## src/rtl/lgx_pkg.sv

```systemverilog
package lgx_pkg;

    localparam int DATA_W    = 8;
    localparam int REG_COUNT = 32;
    localparam int IDX_W     = $clog2(REG_COUNT);
    localparam int INSN_W    = 16;
    localparam int IMM_BASE  = REG_COUNT / 2;

    typedef enum logic [1:0] {
        LOP_AND = 2'b00,
        LOP_XOR = 2'b01,
        LOP_OR  = 2'b10
    } lop_e;

    typedef struct packed {
        logic s;
        logic v;
        logic n;
        logic z;
    } flags_t;

    typedef struct packed {
        logic              legal;
        lop_e              op;
        logic              use_imm;
        logic [IDX_W-1:0]  dst;
        logic [IDX_W-1:0]  src;
        logic [DATA_W-1:0] imm;
    } dec_t;

    function automatic flags_t logic_flags(input logic [DATA_W-1:0] res);
        flags_t f;
        f.z = (res == '0);
        f.n = res[DATA_W-1];
        f.v = 1'b0;
        f.s = f.n ^ f.v;
        return f;
    endfunction

endpackage

```

## src/rtl/lgx_decode.sv

```systemverilog
module lgx_decode
    import lgx_pkg::*;
(
    input  logic [INSN_W-1:0] insn_i,
    output dec_t              dec_o
);
    logic [3:0] imm_slot;

    always_comb begin
        imm_slot      = insn_i[7:4];
        dec_o         = '0;
        dec_o.op      = LOP_AND;
        dec_o.imm     = {insn_i[11:8], insn_i[3:0]};
        if (insn_i[15:13] == 3'b011) begin
            // constant forms: bit 12 picks AND (1) or OR (0)
            dec_o.legal   = 1'b1;
            dec_o.use_imm = 1'b1;
            dec_o.op      = insn_i[12] ? LOP_AND : LOP_OR;
            dec_o.dst     = IDX_W'(IMM_BASE) + IDX_W'(imm_slot);
            dec_o.src     = dec_o.dst;
        end else if (insn_i[15:12] == 4'b0010 && insn_i[11:10] != 2'b11) begin
            dec_o.legal   = 1'b1;
            dec_o.use_imm = 1'b0;
            dec_o.op      = lop_e'(insn_i[11:10]);
            dec_o.dst     = insn_i[8:4];
            dec_o.src     = {insn_i[9], insn_i[3:0]};
        end
    end

    always_comb begin
        if (dec_o.legal && dec_o.use_imm)
            a_imm_upper_r2 : assert (dec_o.dst >= IDX_W'(IMM_BASE));
    end

endmodule

```

## src/rtl/lgx_alu.sv

```systemverilog
module lgx_alu
    import lgx_pkg::*;
#(
    parameter int W = DATA_W
) (
    input  lop_e         op_i,
    input  logic [W-1:0] a_i,
    input  logic [W-1:0] b_i,
    output logic [W-1:0] res_o
);
    always_comb begin
        unique case (op_i)
            LOP_AND: res_o = a_i & b_i;
            LOP_XOR: res_o = a_i ^ b_i;
            LOP_OR:  res_o = a_i | b_i;
            default: res_o = a_i;
        endcase
    end
endmodule

```

## src/rtl/lgx_regfile.sv

```systemverilog
module lgx_regfile #(
    parameter int WIDTH = 8,
    parameter int DEPTH = 32,
    localparam int AW   = $clog2(DEPTH)
) (
    input  logic             clk,
    input  logic             rst,
    input  logic             we_i,
    input  logic [AW-1:0]    waddr_i,
    input  logic [WIDTH-1:0] wdata_i,
    input  logic [AW-1:0]    ra_i,
    output logic [WIDTH-1:0] ra_o,
    input  logic [AW-1:0]    rb_i,
    output logic [WIDTH-1:0] rb_o,
    input  logic [AW-1:0]    rc_i,
    output logic [WIDTH-1:0] rc_o
);
    logic [WIDTH-1:0] mem [DEPTH];

    for (genvar g = 0; g < DEPTH; g++) begin : g_entry
        always_ff @(posedge clk) begin
            if (rst)
                mem[g] <= '0;
            else if (we_i && waddr_i == AW'(g))
                mem[g] <= wdata_i;
        end
    end

    assign ra_o = mem[ra_i];
    assign rb_o = mem[rb_i];
    assign rc_o = mem[rc_i];

    p_write_lands_r5 : assert property (@(posedge clk) disable iff (rst)
        we_i |=> mem[$past(waddr_i)] == $past(wdata_i));

endmodule

```

## src/rtl/lgx_exec_unit.sv

```systemverilog
module lgx_exec_unit
    import lgx_pkg::*;
(
    input  logic              clk,
    input  logic              rst,
    input  logic              insn_valid_i,
    input  logic [INSN_W-1:0] insn_i,
    input  logic [IDX_W-1:0]  dbg_addr_i,
    output logic [DATA_W-1:0] dbg_data_o,
    output logic [3:0]        flags_o,
    output logic              illegal_o
);
    dec_t              dec;
    logic [DATA_W-1:0] opa, opb_reg, opb, res;
    logic              commit;
    flags_t            flags_q;
    logic              illegal_q;

    lgx_decode u_dec (.insn_i(insn_i), .dec_o(dec));

    lgx_regfile #(.WIDTH(DATA_W), .DEPTH(REG_COUNT)) u_rf (
        .clk(clk), .rst(rst),
        .we_i(commit), .waddr_i(dec.dst), .wdata_i(res),
        .ra_i(dec.dst), .ra_o(opa),
        .rb_i(dec.src), .rb_o(opb_reg),
        .rc_i(dbg_addr_i), .rc_o(dbg_data_o)
    );

    assign opb    = dec.use_imm ? dec.imm : opb_reg;
    assign commit = insn_valid_i && dec.legal;

    lgx_alu #(.W(DATA_W)) u_alu (.op_i(dec.op), .a_i(opa), .b_i(opb), .res_o(res));

    always_ff @(posedge clk) begin
        if (rst) begin
            flags_q   <= '0;
            illegal_q <= 1'b0;
        end else begin
            illegal_q <= insn_valid_i && !dec.legal;
            if (commit)
                flags_q <= logic_flags(res);
        end
    end

    assign flags_o   = flags_q;
    assign illegal_o = illegal_q;

    p_flags_rule_r6 : assert property (@(posedge clk) disable iff (rst)
        commit |=> (flags_o[2] == 1'b0) && (flags_o[3] == flags_o[1]));

    p_illegal_hold_r8 : assert property (@(posedge clk) disable iff (rst)
        (insn_valid_i && !dec.legal) |=> illegal_o && $stable(flags_o));

    p_idle_quiet_r9 : assert property (@(posedge clk) disable iff (rst)
        !insn_valid_i |=> !illegal_o && $stable(flags_o));

    p_illegal_cause_r8 : assert property (@(posedge clk) disable iff (rst)
        illegal_o |-> $past(insn_valid_i));

endmodule

```

## config.mk

```make
export PLATFORM = sky130hd
export DESIGN_NAME = lgx_exec_unit
export DESIGN_NICKNAME = d
export VERILOG_FILES = /design/src/rtl/lgx_pkg.sv /design/src/rtl/lgx_decode.sv /design/src/rtl/lgx_alu.sv /design/src/rtl/lgx_regfile.sv /design/src/rtl/lgx_exec_unit.sv
export SDC_FILE = /design/constraint.sdc
export NUM_CORES = 1
export LEC_CHECK = 0
export CAP_MARGIN = 10
export CELL_PAD_IN_SITES_DETAIL_PLACEMENT = 0
export CELL_PAD_IN_SITES_GLOBAL_PLACEMENT = 1
export CORE_MARGIN = 1.5
export CORE_UTILIZATION = 25
export CTS_CLUSTER_DIAMETER = 120
export DETAILED_ROUTE_END_ITERATION = 10
export GPL_TIMING_DRIVEN = 0
export PLACE_DENSITY_LB_ADDON = 0.1
export SLEW_MARGIN = 0
export SYNTH_ARGS = -nofsm -noshare
export SYNTH_HDL_FRONTEND = slang
export SYNTH_SLANG_ARGS = --single-unit
export TNS_END_PERCENT = 5
```

## constraint.sdc

```tcl
create_clock -name clk -period 7.8 [get_ports clk]
set_input_delay 0.78 -clock clk [delete_from_list [all_inputs] [get_ports clk]]
set_output_delay 0.78 -clock clk [all_outputs]
set_load 0.02 [all_outputs]
```

==> flow_summary.ini <==
[sta]
rsz0062_at_grt = no
setup_slack_ns = 0.799
clock.fmax_mhz = 143
period_needed_ns = 7.00
setup_violations = 0
hold_viol = 0
relSlewSlack_pct = 7.25
skew_ns = 0.0267
tns_ns = 0
period_share_pct = 89.8
slew_violations = 0
worst_pin_slew_ns = 1.39

[setup_path]
r2r_setup_slack_ns = 3.23
worst-setup-path-type = in -> reg
startpoint_type = input port
crit_required_ns = 8.14
worst_path_max_delay_cell = clkbuf_1
crit_fanout = 10
crit_chain = clkdlybuf4s50_1 -> buf_2 -> buf_2 -> buf_2 -> buf_2 -> clkbuf_1 -> o221ai_1 -> a31oi_1 -> a31oi_1 -> inv_1 -> ha_1 -> a221oi_2 -> buf_4 -> clkbuf_1 -> nor2_1
cpPeakStageDelay_ns = 0.91
crit_arrival_ns = 7.34
timing.critical_path.mode_cell = buf_2
critPathCaptureType = flip-flop

[floorplanning]
ios = 37
die_w_um = 266
die_y_um = 266
start_util_pct = 25.2
num_rows = 96
dieArea_um2 = 70600
coreArea_um2 = 68500

[flow_run]
maxCapViolCount = 0

[drt]
drt_pass1_iterations = 6
met1_length_mm = 45.6
via_count = 16900
wl_met2_mm = 44.9
drt_iter0_markers = 2704
drt_drc_violations_left = 0
met3_length_mm = 13.2
ant_nets = 0
top_layer = met5
drt-total-wl_mm = 110
vias_per_cell = 6.38
wl_per_cell_um = 41.8

[global_route]
antenna_found_initial = 9
grt_max_degree = 15
gr-total-overflow = 0
grt_pass1_wl_mm = 145
grt_pass1_vias = 15500
grtUsageTotal_pct = 30.7

[clock_network]
ctsResizeCount = 0
path_clk_slew_ns = 0.06
holdBufCountCts = 0
cts_tree = built
insertion_delay_ns = 0.61
cts_made_buffers = 31
post_cts_buffers = 0
root_buffer = clkbuf_16
cts.sinks = 259
clockBufferDepth = 3
h-tree-depth = 1

[worst_hold_path]
min_path_type = reg -> reg

[place]
io_buffers = 29
gp_congestion = 1.05
hpwl_mm = 84.0
numPlacedInstances = 2586
place_ws_ns = 0.435

[yosys]
synth_edf_count = 256
yosysMostFrequentCell = nor2_1
synth_nets = 1703
synth_common_cells = 306 x nor2_1, 256 x edfxtp_1, 130 x a21oi_1
synthCells = 1663
synth_cell_type_count = 70
yosysTopAreaCell = edfxtp_1
synth_area_leaders = edfxtp_1 45%, mux4_2 11%, nor2_1 6.7%, a21oi_1 3.8%, mux2_2 2.8%
yosys_most_used_dff = edfxtp_1
async_flop_share_pct = 0
syn_area_um2 = 17300
yosys.area.top_type_share_pct = 44.5
ys_seq_area_share_pct = 44.9
avgSynthCellArea_um2 = 10.4
synth_warnings = 0
ys_ff_latch = 259

[final_layout]
regArea_um2 = 7750
num-fill-cells = 7192
final_cells = 2643
area_growth_syn_to_layout_pct = 14.9
multi_input_area_um2 = 8840
drive_gt1_share_pct = 15.8
nNetsFinal = 1778

[power]
vdd_drop_max_uv = 164
power_density_nw_per_um2 = 200
p_leak_nw = 6.55
power_mw = 3.97

[run_status]
outcome = completed
## per-stage QoR
| step | hold slack [ns] | utilization (%) | area (um^2) |
|---|---|---|---|
| after floorplan | 0.580 | - | 17300 |
| after global placement | 0.488 | 27.2 | 18700 |
| after detailed placement | 0.499 | 27.5 | 18800 |
| after CTS | 0.513 | 28.9 | 19800 |
| after global routing | 0.545 | 29.0 | 19800 |
| final | 0.510 | 29.0 | 19800 |
## logic make-up (layout without fill, tap and decap cells)
| logic type | after synthesis | after routing | synth area share [%] |
|---|---|---|---|
| compound gates | 486 | 486 | 19.2 |
| fa+ha+maj | 16 | 16 | 1.16 |
| buf+inv | 174 | 271 | 4.34 |
| flops | 259 | 259 | 44.9 |
| mux | 175 | 175 | 16.5 |
| other cells | 1 | 2 | 0.0217 |
| simple gates | 552 | 552 | 13.9 |
## cells in the final DEF (no fill, tap or decap), types with 26 or more instances in the layout
| cell type | Yosys | layout |
|---|---|---|
| clkdlybuf4s50_1 | 0 | 29 |
| o221ai_1 | 34 | 34 |
| o21ai_0 | 76 | 76 |
| nand2_1 | 122 | 122 |
| o22ai_1 | 44 | 44 |
| a21oi_1 | 130 | 130 |
| nand3_1 | 33 | 33 |
| a221o_1 | 34 | 34 |
| clkbuf_1 | 90 | 94 |
| mux2_2 | 43 | 43 |
| mux2i_1 | 47 | 47 |
| nor2b_1 | 26 | 26 |
| clkbuf_16 | 0 | 31 |
| edfxtp_1 | 256 | 256 |
| nor2_1 | 306 | 306 |
| mux4_2 | 83 | 83 |
| buf_2 | 49 | 50 |
## sequential cells by signal, indices dropped and copies added, names as in the netlist
name       count
flags_o        2
illegal_o      1
u_rf.mem     256
## path summary, 6_finish.rpt
kind	start	end	depth (start not counted)
hold reg to reg	flags_o[0]$_SDFFE_PP0P_	flags_o[0]$_SDFFE_PP0P_	2
setup / recovery	insn_i[4]	u_rf.mem[27][1]$_SDFFCE_PN0P_	15
setup reg to reg	u_rf.mem[9][7]$_SDFFCE_PN0P_	u_rf.mem[28][7]$_SDFFCE_PN0P_	9
hold / removal	flags_o[0]$_SDFFE_PP0P_	flags_o[0]$_SDFFE_PP0P_	2
## where the power goes
group          switching (mW)  total, mW  internal [mW]
logic                   0.627      0.881          0.254
clock network           0.625       1.45          0.822
registers              0.0666       1.64           1.58
## critical path, delay by kind of cell
family                     cells  cell delay [ns]
AOI/OAI and AO/OA              4             1.73
adders and majority gates      1             0.25
buffers and inverters          9             4.42
and+or+nand+nor                1             0.11
## cell type report
class,count,share of cell area (%)
buffer,166,3.63
timing repair buffer,42,2.13
clock inverter,20,0.927
clock buffer,35,3.99
antenna,1,0.0126
sequential,259,39.1
multi-input combinational,1230,44.5
inverter,8,0.151
tap,882,5.56
## per-layer routing
| metal | global-route usage (%) | vias up |
|---|---|---|
| met5 | 0 | - |
| met4 | 15.1 | 4 |
| met3 | 8.78 | 275 |
| met2 | 43.7 | 1368 |
| met1 | 42.3 | 8598 |
| li1 | - | 6608 |
Note: power is estimated with default switching activity, not from simulation.
